File: config.mk
export PLATFORM = sky130hd
export DESIGN_NAME = ccb_branch_eval
export DESIGN_NICKNAME = d
export VERILOG_FILES = /design/src/rtl/ccb_pkg.sv /design/src/rtl/ccb_flag_reg.sv /design/src/rtl/ccb_cond_decode.sv /design/src/rtl/ccb_branch_eval.sv
export SDC_FILE = /design/constraint.sdc
export NUM_CORES = 1
export LEC_CHECK = 0
export ABC_CLOCK_PERIOD_IN_PS = 5200
export BUFFER_PORTS_ARGS = -buffer_cell sky130_fd_sc_hd__buf_2
export CAP_MARGIN = 10
export CORE_MARGIN = 1
export CORE_UTILIZATION = 39
export CTS_BUF_LIST = sky130_fd_sc_hd__clkbuf_16
export CTS_CLUSTER_SIZE = 30
export DETAILED_ROUTE_END_ITERATION = 12
export PLACE_DENSITY = 0.84
export SKIP_CTS_REPAIR_TIMING = 1
export SYNTH_ARGS = -nofsm -noshare
export SYNTH_HDL_FRONTEND = slang
export SYNTH_SLANG_ARGS = --single-unit
File: constraint.sdc
create_clock -name clk -period 5.2 [get_ports clk]
set_clock_uncertainty 0.15 [all_clocks]
set_input_delay 0.26 -clock clk [delete_from_list [all_inputs] [get_ports clk]]
set_output_delay 0.26 -clock clk [all_outputs]
set_load 0.01 [all_outputs]
File: src/rtl/ccb_pkg.sv
package ccb_pkg;

  typedef struct packed {
    logic c;
    logic z;
    logic n;
    logic v;
  } ccb_flags_t;

  typedef enum logic [3:0] {
    CC_CARRY_CLR = 4'd0,
    CC_CARRY_SET = 4'd1,
    CC_EQUAL     = 4'd2,
    CC_NOT_EQUAL = 4'd3,
    CC_MINUS     = 4'd4,
    CC_PLUS      = 4'd5,
    CC_OVF_CLR   = 4'd6,
    CC_OVF_SET   = 4'd7,
    CC_U_HI      = 4'd8,
    CC_U_LS      = 4'd9,
    CC_S_GE      = 4'd10,
    CC_S_LT      = 4'd11,
    CC_S_GT      = 4'd12,
    CC_S_LE      = 4'd13,
    CC_U_HS      = 4'd14,
    CC_ALWAYS    = 4'd15
  } ccb_cond_e;

  // Evaluate one selector against a flag set.
  function automatic logic ccb_eval(input ccb_cond_e sel, input ccb_flags_t f);
    logic sgn_lt;
    sgn_lt = f.n ^ f.v;
    case (sel)
      CC_CARRY_CLR: ccb_eval = ~f.c;
      CC_CARRY_SET: ccb_eval = f.c;
      CC_EQUAL:     ccb_eval = f.z;
      CC_NOT_EQUAL: ccb_eval = ~f.z;
      CC_MINUS:     ccb_eval = f.n;
      CC_PLUS:      ccb_eval = ~f.n;
      CC_OVF_CLR:   ccb_eval = ~f.v;
      CC_OVF_SET:   ccb_eval = f.v;
      CC_U_HI:      ccb_eval = ~(f.c | f.z);
      CC_U_LS:      ccb_eval = f.c | f.z;
      CC_S_GE:      ccb_eval = ~sgn_lt;
      CC_S_LT:      ccb_eval = sgn_lt;
      CC_S_GT:      ccb_eval = ~(sgn_lt | f.z);
      CC_S_LE:      ccb_eval = sgn_lt | f.z;
      CC_U_HS:      ccb_eval = ~f.c;
      default:      ccb_eval = 1'b1;
    endcase
  endfunction

endpackage

File: src/rtl/ccb_flag_reg.sv
module ccb_flag_reg
  import ccb_pkg::*;
#(
  parameter int DATA_W = 16
) (
  input  logic              clk,
  input  logic              rst_n,
  input  logic              flag_we,
  input  logic [DATA_W-1:0] alu_result,
  input  logic              alu_carry,
  input  logic              alu_ovf,
  output ccb_flags_t        flags
);

  localparam int MSB = DATA_W - 1;

  ccb_flags_t flag_next;
  logic       flag_capture;

  assign flag_capture = flag_we;

  always_comb begin
    flag_next.c = alu_carry;
    flag_next.z = ~|alu_result;
    flag_next.n = alu_result[MSB];
    flag_next.v = alu_ovf;
  end

  always_ff @(posedge clk or negedge rst_n) begin
    if (!rst_n)            flags <= '0;
    else if (flag_capture) flags <= flag_next;
  end

  p_hold_r3: assert property (@(posedge clk) disable iff (!rst_n)
    !flag_we |=> $stable(flags));
  p_zero_r2: assert property (@(posedge clk) disable iff (!rst_n)
    flag_we |=> (flags.z == ($past(alu_result) == '0)));
  p_neg_r2: assert property (@(posedge clk) disable iff (!rst_n)
    flag_we |=> (flags.n == $past(alu_result[MSB])));
  p_zn_excl_r2: assert property (@(posedge clk) disable iff (!rst_n)
    !(flags.z && flags.n));

endmodule

File: src/rtl/ccb_cond_decode.sv
module ccb_cond_decode
  import ccb_pkg::*;
(
  input  logic       clk,
  input  logic       rst_n,
  input  logic [3:0] sel,
  input  ccb_flags_t flags,
  output logic       cond_hit
);

  always_comb cond_hit = ccb_eval(ccb_cond_e'(sel), flags);

  p_always_r7: assert property (@(posedge clk) disable iff (!rst_n)
    (sel == 4'd15) |-> cond_hit);
  p_equal_r4: assert property (@(posedge clk) disable iff (!rst_n)
    (sel == 4'd2) |-> (cond_hit == flags.z));
  p_lt_r6: assert property (@(posedge clk) disable iff (!rst_n)
    (sel == 4'd11) |-> (cond_hit == (flags.n != flags.v)));

endmodule

File: src/rtl/ccb_branch_eval.sv
module ccb_branch_eval
  import ccb_pkg::*;
#(
  parameter int DATA_W = 16,
  parameter int ADDR_W = 12
) (
  input  logic              clk,
  input  logic              rst_n,
  input  logic              flag_we,
  input  logic [DATA_W-1:0] alu_result,
  input  logic              alu_carry,
  input  logic              alu_ovf,
  input  logic              br_valid,
  input  logic [3:0]        br_cond,
  input  logic [ADDR_W-1:0] br_addr,
  output logic              cond_true,
  output logic              pc_load,
  output logic [ADDR_W-1:0] pc_target,
  output logic [3:0]        flags_q
);

  ccb_flags_t flags;
  logic       cond_hit;

  ccb_flag_reg #(.DATA_W(DATA_W)) u_flags (
    .clk        (clk),
    .rst_n      (rst_n),
    .flag_we    (flag_we),
    .alu_result (alu_result),
    .alu_carry  (alu_carry),
    .alu_ovf    (alu_ovf),
    .flags      (flags)
  );

  ccb_cond_decode u_decode (
    .clk      (clk),
    .rst_n    (rst_n),
    .sel      (br_cond),
    .flags    (flags),
    .cond_hit (cond_hit)
  );

  assign cond_true = cond_hit;
  assign pc_load   = br_valid & cond_hit;
  assign pc_target = pc_load ? br_addr : '0;
  assign flags_q   = flags;

  p_target_r9: assert property (@(posedge clk) disable iff (!rst_n)
    !pc_load |-> (pc_target == '0));
  p_load_valid_r8: assert property (@(posedge clk) disable iff (!rst_n)
    pc_load |-> (br_valid && pc_target == br_addr));

endmodule

==> out/metrics.cfg <==
[final_layout]
antenna_cells = 0
layout_common_cells = buf_2 (55), nand2_1 (13), a31oi_2 (10)
final_layout_size_suffix_gt1_frac = 0.575
multiInputGateArea_um2 = 455
reg_top3 = u_flags.flags x4
regArea_um2 = 100
nets = 167
area_growth_pct = 55.6
final_core_util = 0.684
layout.cells.most_common = buf_2
fill_cells = 114
largest_register = u_flags.flags
largest_reg_flops = 4

[routing]
firstDrtPassIters = 3
drc = 0
drt_iter0_markers = 6
drt_wl_total_um = 1750
vias_per_cell = 5.48
routedWlPerCell_um = 12.3
num_vias = 778
antenna_left = 0

[power]
max-vdd-ir-drop_uv = 193
p_leak_nw = 0.457
p_total_uw = 229
p_per_area_nw_per_um2 = 242

[sta]
worst_hold_slack_ps = 82.0
setup-tns-final_ps = 0
worstMarginPinSlew_ps = 840
setup_viol = 0
rsz0062_at_grt = false
period_share = 0.473
hold_viol_final = 0
slew_headroom = 0.438
finalCriticalPeriod_ps = 2460
timing.fmax_mhz = 406
drv_slew = 0
fin_ws_ps = 2740

[floorplanning]
fp.dieW_um = 41.5
fp.dieH_um = 41.5
dieArea_um2 = 1720
rows = 13
core_area_um2 = 1380
initial_utilization = 0.440
ioPinCount = 56

[worst_setup_path]
crit_arrival_ps = 2050
worst-path-max-fanout = 14
cp.required_ps = 4790
end_kind = output pin
startpoint_type = flip-flop
crit_type = reg2out

[flow_run]
max-cap-violations = 0

[clock_network]
cts_buffer_depth = 2
cts_root_buffer = clkbuf_16
cts_tree = done
clkTransAtPathRegs_ps = 30
htree_levels = 1
cts_num_sinks = 4
cts_buffers = 3
insertion_delay_ps = 220

[place]
gp_congestion = 0.772
place_ws_ps = 2970
dp_hpwl_um = 1260
port_buffers = 55

[yosys]
synth_cells = 74
yosys_warnings = 0
yosys.cell_types.count = 32
synth_fp_nets = 112
syn_area_per_cell_um2 = 8.22
synth_area_um2 = 608
ys_seq_area_frac = 0.165
synth-seq-cells = 4

[global_route]
grt_pass1_wl_um = 2660
antenna_found_initial = 0
grt_max_degree = 15
grt.total_usage = 0.203
grt-ovfl-total = 0
grt_pass1_vias = 665

[run_status]
outcome = completed

[min_path]
hp-class = in2reg

## cell type report
cell class,count,share of cell area
Inverter,3,0.0119
Multi-Input combinational cell,61,0.481
Tap cell,15,0.0198
Clock buffer,3,0.0794
Timing Repair Buffer,56,0.302
Sequential cell,4,0.106
## path summary, 6_finish.rpt
check | start | slack [ps] | end | cells past startpoint
max in group asynchronous | rst_n | 4550 | u_flags.flags[1]$_DFFE_PN0P_ | 2
max | u_flags.flags[3]$_DFFE_PN0P_ | 2740 | pc_target[6] | 5
min | alu_result[14] | 80 | u_flags.flags[2]$_DFFE_PN0P_ | 2
max reg2reg | u_flags.flags[3]$_DFFE_PN0P_ | 4240 | u_flags.flags[3]$_DFFE_PN0P_ | 1
min reg2reg | u_flags.flags[0]$_DFFE_PN0P_ | 450 | u_flags.flags[0]$_DFFE_PN0P_ | 1
min in group asynchronous | rst_n | 230 | u_flags.flags[3]$_DFFE_PN0P_ | 2
## routing by layer
layer / vias to the layer above / share of wire / wire length, um / GRT usage
met5: - / 0 / 0 / 0
met4: 0 / 0.027 / 48 / 0.155
met3: 5 / 0.060 / 106 / 0.0391
met2: 36 / 0.51 / 901 / 0.350
met1: 341 / 0.40 / 696 / 0.215
li1: 396 / - / - / -
## synth_stat cells
cell       instances  area share
nor3_1             1      0.0082
nand2b_1           2       0.021
nand4_1            2       0.021
xor2_1             1       0.014
nor2b_1            1       0.010
nor3b_1            2       0.025
and4b_1            1       0.016
o21ai_1            1      0.0082
inv_1              3       0.019
nand2_1           13       0.080
a32oi_1            1       0.014
a31oi_1            4       0.041
a21oi_1            1      0.0082
a2111oi_2          1       0.025
o311a_1            1       0.016
o41a_1             1       0.019
nor4b_1            2       0.029
o21ai_0            3       0.025
a31oi_2           10        0.21
nor2_1             2       0.012
or3_4              1       0.019
nor4_1             2       0.021
mux2_2             3       0.056
buf_6              2       0.037
dfrtp_1            4        0.16
o21a_1             1       0.012
clkbuf_1           1      0.0062
o41ai_1            1       0.014
or2_0              1       0.010
buf_2              3       0.025
and2_1             1       0.010
nand3_1            1      0.0082
## critical path: stages (launching register included)
cell	delay [ps]
dfrtp_1	410
or3_4	380
a2111oi_2	390
a31oi_2	230
a31oi_2	250
buf_2	150
## per-stage QoR
stage | std cells | instance area [um2]
2_1_floorplan | 74 | 608
3_3_place_gp | 138 | 861
3_5_place_dp | 138 | 861
4_1_cts | 141 | 936
5_1_grt | 142 | 946
6_report | 142 | 946
## report_power, final
part / internal [mW] / switching (mW) / leakage (nW)
logic: 0.0323 / 0.0381 / 0.371
clock network: 0.0984 / 0.0229 / 0.0370
registers: 0.0337 / 0.00320 / 0.0491
total: 0.164 / 0.0642 / 0.457
## cell families after synthesis
| kind of cell | Yosys count | synth area share |
|---|---|---|
| XOR/XNOR | 1 | 0.0144 |
| AO/OA/AOI/OAI | 25 | 0.389 |
| multiplexers | 3 | 0.0556 |
| flip-flops | 4 | 0.165 |
| buffers and inverters | 9 | 0.0864 |
| AND/OR/NAND/NOR | 32 | 0.290 |
No activity file was read; power rests on OpenSTA's default activity.
